--- src/rtl/pws_pkg.sv ---
package pws_pkg;

    typedef enum logic [3:0] {
        ST_IDLE,
        ST_CLR_PRE,
        ST_RDY_RD,
        ST_RDY_GAP,
        ST_CMD_WR,
        ST_ERR_RD,
        ST_CMP_RD,
        ST_CMP_GAP,
        ST_CLR_POST,
        ST_QRY_RD
    } pws_state_e;

    typedef enum logic [1:0] {
        RES_OK    = 2'b00,
        RES_AGAIN = 2'b01,
        RES_IOERR = 2'b10
    } pws_result_e;

    // global controller registers
    localparam int unsigned OFS_GSTAT = 'h00;
    localparam int unsigned OFS_ISTAT = 'h04;
    localparam int unsigned OFS_ICLR  = 'h08;
    // per-channel group registers
    localparam int unsigned OFS_PSTAT = 'h00;
    localparam int unsigned OFS_OFFC  = 'h04;
    localparam int unsigned OFS_ONC   = 'h0C;
    localparam int unsigned OFS_ERR   = 'h14;

    // status bit that must be set before a command in each direction
    localparam int unsigned RDY_BIT_OFF = 0;
    localparam int unsigned RDY_BIT_ON  = 1;

endpackage

--- src/rtl/pws_gap_timer.sv ---
module pws_gap_timer #(
    parameter int unsigned CYCLES = 4
) (
    input  logic clk,
    input  logic rst_n,
    input  logic start,
    output logic expired
);
    localparam int unsigned CW = (CYCLES < 2) ? 1 : $clog2(CYCLES + 1);

    logic [CW-1:0] cnt_d, cnt_q;

    always_comb begin
        cnt_d = cnt_q;
        if (start) begin
            cnt_d = CW'(CYCLES - 1);
        end else if (cnt_q != '0) begin
            cnt_d = cnt_q - 1'b1;
        end
    end

    always_ff @(posedge clk or negedge rst_n) begin
        if (!rst_n) cnt_q <= '0;
        else        cnt_q <= cnt_d;
    end

    assign expired = (cnt_q == '0);
endmodule

--- src/rtl/pws_poll_budget.sv ---
module pws_poll_budget #(
    parameter int unsigned LIMIT = 100
) (
    input  logic clk,
    input  logic rst_n,
    input  logic clear,
    input  logic bump,
    output logic last
);
    localparam int unsigned CW = (LIMIT < 2) ? 1 : $clog2(LIMIT + 1);

    logic [CW-1:0] n_d, n_q;

    always_comb begin
        n_d = n_q;
        if (clear)     n_d = '0;
        else if (bump) n_d = n_q + 1'b1;
    end

    always_ff @(posedge clk or negedge rst_n) begin
        if (!rst_n) n_q <= '0;
        else        n_q <= n_d;
    end

    // the read being made now is the final one allowed
    assign last = (n_q == CW'(LIMIT - 1));
endmodule

--- src/rtl/pwr_switch_seq.sv ---
module pwr_switch_seq
    import pws_pkg::*;
#(
    parameter int unsigned ADDR_W      = 12,
    parameter int unsigned DATA_W      = 32,
    parameter int unsigned IDX_W       = $clog2(DATA_W),
    parameter int unsigned CYC_PER_US  = 250,
    parameter int unsigned READY_POLLS = 100,
    parameter int unsigned DONE_POLLS  = 1000
) (
    input  logic              clk,
    input  logic              rst_n,
    input  logic              req_valid,
    input  logic              req_dir,
    input  logic [ADDR_W-1:0] req_grp,
    input  logic [IDX_W-1:0]  req_chan_bit,
    input  logic [IDX_W-1:0]  req_isr_bit,
    input  logic              qry_valid,
    input  logic [ADDR_W-1:0] qry_grp,
    input  logic [IDX_W-1:0]  qry_chan_bit,
    output logic              busy,
    output logic              done,
    output logic [1:0]        result,
    output logic              qry_done,
    output logic              qry_off,
    output logic              bus_valid,
    output logic              bus_write,
    output logic [ADDR_W-1:0] bus_addr,
    output logic [DATA_W-1:0] bus_wdata,
    input  logic              bus_ready,
    input  logic [DATA_W-1:0] bus_rdata
);
    localparam logic [ADDR_W-1:0] A_GSTAT = ADDR_W'(OFS_GSTAT);
    localparam logic [ADDR_W-1:0] A_ISTAT = ADDR_W'(OFS_ISTAT);
    localparam logic [ADDR_W-1:0] A_ICLR  = ADDR_W'(OFS_ICLR);

    typedef struct packed {
        pws_state_e        state;
        logic              dir;
        logic [ADDR_W-1:0] grp;
        logic [IDX_W-1:0]  chan;
        logic [IDX_W-1:0]  isr;
        logic [1:0]        res;
        logic              done;
        logic              qdone;
        logic              qoff;
    } seq_t;

    seq_t s_d, s_q;

    logic tmr_start, tmr_expired;
    logic rdy_clr, rdy_bump, rdy_last;
    logic cmp_clr, cmp_bump, cmp_last;

    logic [DATA_W-1:0] isr_mask, chan_mask;
    logic              rdy_ok;

    assign isr_mask  = DATA_W'(1) << s_q.isr;
    assign chan_mask = DATA_W'(1) << s_q.chan;
    assign rdy_ok    = s_q.dir ? bus_rdata[RDY_BIT_ON] : bus_rdata[RDY_BIT_OFF];

    pws_gap_timer #(.CYCLES(CYC_PER_US)) gap_i (
        .clk     (clk),
        .rst_n   (rst_n),
        .start   (tmr_start),
        .expired (tmr_expired)
    );

    pws_poll_budget #(.LIMIT(READY_POLLS)) rdy_budget_i (
        .clk   (clk),
        .rst_n (rst_n),
        .clear (rdy_clr),
        .bump  (rdy_bump),
        .last  (rdy_last)
    );

    pws_poll_budget #(.LIMIT(DONE_POLLS)) cmp_budget_i (
        .clk   (clk),
        .rst_n (rst_n),
        .clear (cmp_clr),
        .bump  (cmp_bump),
        .last  (cmp_last)
    );

    always_comb begin
        s_d       = s_q;
        s_d.done  = 1'b0;
        s_d.qdone = 1'b0;
        tmr_start = 1'b0;
        rdy_clr   = 1'b0;
        rdy_bump  = 1'b0;
        cmp_clr   = 1'b0;
        cmp_bump  = 1'b0;
        bus_valid = 1'b0;
        bus_write = 1'b0;
        bus_addr  = '0;
        bus_wdata = '0;

        unique case (s_q.state)
            ST_IDLE: begin
                if (req_valid) begin
                    s_d.state = ST_CLR_PRE;
                    s_d.dir   = req_dir;
                    s_d.grp   = req_grp;
                    s_d.chan  = req_chan_bit;
                    s_d.isr   = req_isr_bit;
                end else if (qry_valid) begin
                    s_d.state = ST_QRY_RD;
                    s_d.grp   = qry_grp;
                    s_d.chan  = qry_chan_bit;
                end
            end

            ST_CLR_PRE: begin
                bus_valid = 1'b1;
                bus_write = 1'b1;
                bus_addr  = A_ICLR;
                bus_wdata = isr_mask;
                if (bus_ready) begin
                    s_d.state = ST_RDY_RD;
                    rdy_clr   = 1'b1;
                end
            end

            ST_RDY_RD: begin
                bus_valid = 1'b1;
                bus_addr  = A_GSTAT;
                if (bus_ready) begin
                    if (rdy_ok) begin
                        s_d.state = ST_CMD_WR;
                    end else if (rdy_last) begin
                        s_d.state = ST_IDLE;
                        s_d.res   = RES_AGAIN;
                        s_d.done  = 1'b1;
                    end else begin
                        s_d.state = ST_RDY_GAP;
                        rdy_bump  = 1'b1;
                        tmr_start = 1'b1;
                    end
                end
            end

            ST_RDY_GAP: begin
                if (tmr_expired) s_d.state = ST_RDY_RD;
            end

            ST_CMD_WR: begin
                bus_valid = 1'b1;
                bus_write = 1'b1;
                bus_addr  = s_q.grp + ADDR_W'(s_q.dir ? OFS_ONC : OFS_OFFC);
                bus_wdata = chan_mask;
                if (bus_ready) s_d.state = ST_ERR_RD;
            end

            ST_ERR_RD: begin
                bus_valid = 1'b1;
                bus_addr  = s_q.grp + ADDR_W'(OFS_ERR);
                if (bus_ready) begin
                    if (bus_rdata[s_q.chan]) begin
                        s_d.state = ST_RDY_RD;
                        rdy_clr   = 1'b1;
                    end else begin
                        s_d.state = ST_CMP_RD;
                        cmp_clr   = 1'b1;
                    end
                end
            end

            ST_CMP_RD: begin
                bus_valid = 1'b1;
                bus_addr  = A_ISTAT;
                if (bus_ready) begin
                    if (bus_rdata[s_q.isr]) begin
                        s_d.state = ST_CLR_POST;
                        s_d.res   = RES_OK;
                    end else if (cmp_last) begin
                        s_d.state = ST_CLR_POST;
                        s_d.res   = RES_IOERR;
                    end else begin
                        s_d.state = ST_CMP_GAP;
                        cmp_bump  = 1'b1;
                        tmr_start = 1'b1;
                    end
                end
            end

            ST_CMP_GAP: begin
                if (tmr_expired) s_d.state = ST_CMP_RD;
            end

            ST_CLR_POST: begin
                bus_valid = 1'b1;
                bus_write = 1'b1;
                bus_addr  = A_ICLR;
                bus_wdata = isr_mask;
                if (bus_ready) begin
                    s_d.state = ST_IDLE;
                    s_d.done  = 1'b1;
                end
            end

            ST_QRY_RD: begin
                bus_valid = 1'b1;
                bus_addr  = s_q.grp + ADDR_W'(OFS_PSTAT);
                if (bus_ready) begin
                    s_d.state = ST_IDLE;
                    s_d.qoff  = bus_rdata[s_q.chan];
                    s_d.qdone = 1'b1;
                end
            end

            default: s_d.state = ST_IDLE;
        endcase
    end

    always_ff @(posedge clk or negedge rst_n) begin
        if (!rst_n) begin
            s_q       <= '0;
            s_q.state <= ST_IDLE;
            s_q.res   <= RES_OK;
        end else begin
            s_q <= s_d;
        end
    end

    assign busy     = (s_q.state != ST_IDLE);
    assign done     = s_q.done;
    assign result   = s_q.res;
    assign qry_done = s_q.qdone;
    assign qry_off  = s_q.qoff;
endmodule

--- config.mk ---
export PLATFORM = sky130hd
export DESIGN_NAME = pwr_switch_seq
export DESIGN_NICKNAME = d
export VERILOG_FILES = /design/src/rtl/pws_pkg.sv /design/src/rtl/pws_gap_timer.sv /design/src/rtl/pws_poll_budget.sv /design/src/rtl/pwr_switch_seq.sv
export SDC_FILE = /design/constraint.sdc
export NUM_CORES = 1
export LEC_CHECK = 0
export BUFFER_PORTS_ARGS = -buffer_cell sky130_fd_sc_hd__buf_4
export CAP_MARGIN = 20
export CORE_MARGIN = 1.5
export CORE_UTILIZATION = 35
export DETAILED_ROUTE_END_ITERATION = 10
export GPL_TIMING_DRIVEN = 1
export PLACE_DENSITY = 0.66
export SLEW_MARGIN = 40
export SYNTH_ARGS = -nofsm -noshare
export SYNTH_HDL_FRONTEND = slang
export SYNTH_SLANG_ARGS = --single-unit
--- constraint.sdc ---
create_clock -name clk -period 4.5 [get_ports clk]
set_input_delay 1.35 -clock clk [delete_from_list [all_inputs] [get_ports clk]]
set_output_delay 1.35 -clock clk [all_outputs]
set_load 0.02 [all_outputs]
==> flow_summary.ini <==
[drt]
detail_route.iter0.violations = 275
ant_nets = 0
wl_um = 12100
drc = 0
dr_total_vias = 4257
dr.pass1.iters = 5
wl_per_cell_um = 15.3
post_drt_via_cell_ratio = 5.41

[power_and_ir_drop]
p_per_area_nw_per_um2 = 663
ir_drop_v = 0.000336
p_leak_nw = 2.58

[sta]
finalCriticalPeriod_ps = 4220
setup-tns-final_ps = 0
drv_slew = 0
setup_viol = 0
rsz0062_at_grt = no
min_period_over_period = 0.937
finClkSkew_ps = 7.10
worst_pin_slew_ps = 696
finalHoldViolCount = 0
fmax_mhz = 237
relSlewSlack = 0.535
worst_slack_ps = 284

[cells_and_area]
post-route-util = 0.471
drive_gt1_frac = 0.264
fillCellCount = 1136
nets = 720
diodes = 0
area_growth_pct = 31.6

[clock_tree]
htree_num_levels = 3
post-cts-setup-buffer-count = 0
cts_root_buf = clkbuf_16
post_cts_resized = 0
tritoncts = done
cts_made_buffers = 9
clk_latency_ps = 330
clockBufferDepth = 2
clkTransAtPathRegs_ps = 50
clkSinkCount = 57
ctsHoldBuffers = 0

[floorplanning]
core_um2 = 12000
dieArea_um2 = 12900
die_w_um = 114
die_y_um = 114
initial_core_util = 0.358
fp-row-count = 40
io_pins = 129

[yosys]
netlist_top_cells_count = nor2_1, dfrtp_1, mux2i_1, nand2_1, a21oi_1
ys_types = 59
ys_top_cells_by_area = dfrtp_1, mux2i_1, nor2_1
synth_top_area_share = 0.333
syn_area_um2 = 4280
synth_nets = 600
syn_area_per_cell_um2 = 8.30
synth.most_common_cell = nor2_1
synth_edf_count = 0
yosys_warnings = 0
synth_largest_area_cell = dfrtp_1
synthCells = 516
synth-seq-cells = 57
ys_seq_area_frac = 0.333
synth-main-ff-cell = dfrtp_1
async_flop_share = 1.00

[min_path]
hold_path_class = register to register
hold_start = gap_i.cnt_q[6]
hold-path-cell-count = 2
min_to = gap_i.cnt_q[6]

[global_routing]
grt_pass1_vias = 4030
globalRoute.totalOverflow = 0
grt_pass1_wl_um = 19700
grt_max_degree = 58
grt_use_total = 0.191
antenna_found_initial = 0

[setup_path]
crit_path_start = s_q[28]
reg2reg_depth = 7
setup.worst_path.end_class = output pin
r2r-start = s_q[5]
r2r-end = cmp_budget_i.n_q[2]
crit_chain = nand2b_1 -> nor2_1 -> nor2b_1 -> fa_1 -> a21oi_1 -> nor2_1 -> and3_1 -> a31oi_1 -> o21ai_0 -> o21ai_0 -> buf_4
crit_fanout = 14
crit_required_ps = 3150
cp_slowest_cell = dfrtp_1
crit_buf_inv = 1
arrival_ps = 2870
r2r_slack_ps = 1900
cpLargestDelayFamily = simple AND/OR/NAND/NOR gates
crit_path_max_incr_delay_ps = 600
path_class = register to output pin
start_kind = register

[placed_design]
post-place-ws_ps = 667
dp_hpwl_um = 9180
gp_congestion = 0.864
port_buffers = 128

[flow_run]
drv.max_cap_violation_count = 0

[outcome]
status = finished, final reports clean
[flip-flops by register name (all words and copies together) (netlist names)]
signal,flops
s_q,27
cmp_budget_i.n_q,10
gap_i.cnt_q,8
rdy_budget_i.n_q,7
result,2
done,1
qry_done,1
qry_off,1
[tightest hold or removal path, stage by stage, from the launching register on]
cell and delay [ps]:
dfrtp_1 360, xor2_1 70, nand2_1 50
[cells in the final DEF (no fill, tap or decap), types with 5 or more instances in the layout]
cell type	netlist	final
buf_4	5	136
a21oi_1	39	39
nor2b_1	7	7
inv_1	13	13
nand2_1	41	41
mux2_2	10	10
o21ai_0	26	26
a211oi_1	5	5
a22oi_1	6	6
nand4_1	8	8
dfrtp_1	57	57
or3_1	13	13
and2_1	6	6
xnor2_1	10	10
nand2b_1	5	5
mux2i_1	51	51
a31oi_1	9	9
nand3_1	25	25
nor3_1	20	20
and3_1	11	11
clkbuf_16	0	9
xor2_1	5	5
nor2_1	67	66
ha_1	6	6
[routing by layer]
layer  share of wire  vias to the layer above  GRT usage
met5               0                        -          0
met4           0.013                        0     0.0533
met3           0.058                       15     0.0468
met2            0.48                      132      0.312
met1            0.45                     2003      0.253
li1                -                     2107          -
[power breakdown]
group / total (W) / leakage [nW] / switching, W / internal, W
clock network: 0.000649 / 0.139 / 0.000227 / 0.000422
registers: 0.000908 / 0.697 / 0.000213 / 0.000695
logic: 0.00218 / 1.74 / 0.00130 / 0.000875
[worst max path at each step]
stage | cells after the start | slack [ps] | to
4_1_cts | 11 | 300 | bus_addr[10]
5_1_grt | 11 | 20 | bus_addr[11]
3_3_place_gp | 11 | 780 | bus_addr[11]
6_report | 11 | 280 | bus_addr[10]
3_5_place_dp | 11 | 670 | bus_addr[10]
2_1_floorplan | 11 | 610 | bus_addr[11]
[per-stage QoR]
step	instances	cell area, um^2	hold slack [ps]	total power [W]
floorplan	516	4280	467	0.00245
global placement	772	5360	503	0.00304
detailed placement	772	5360	508	0.00308
CTS	787	5640	527	0.00375
global route	787	5640	552	0.00403
finish	787	5640	520	0.00374
[layout make-up]
type	count	area, um^2	area share
inverters	14	52.6	0.00932
multi-input cells	417	2670	0.473
clock inverters	4	45.0	0.00799
clock buffers	11	233	0.0413
flip-flops and latches	57	1430	0.253
repair buffers	137	1030	0.183
well taps	147	184	0.0326
[logic make-up after synthesis]
group / Yosys count / synth area share
simple gates: 226 / 0.268
flops: 57 / 0.333
compound gates: 108 / 0.155
xor+xnor: 15 / 0.0307
mux: 61 / 0.145
buf+inv: 42 / 0.0453
fa+ha+maj: 7 / 0.0222
(Power assumes the default switching activity.)
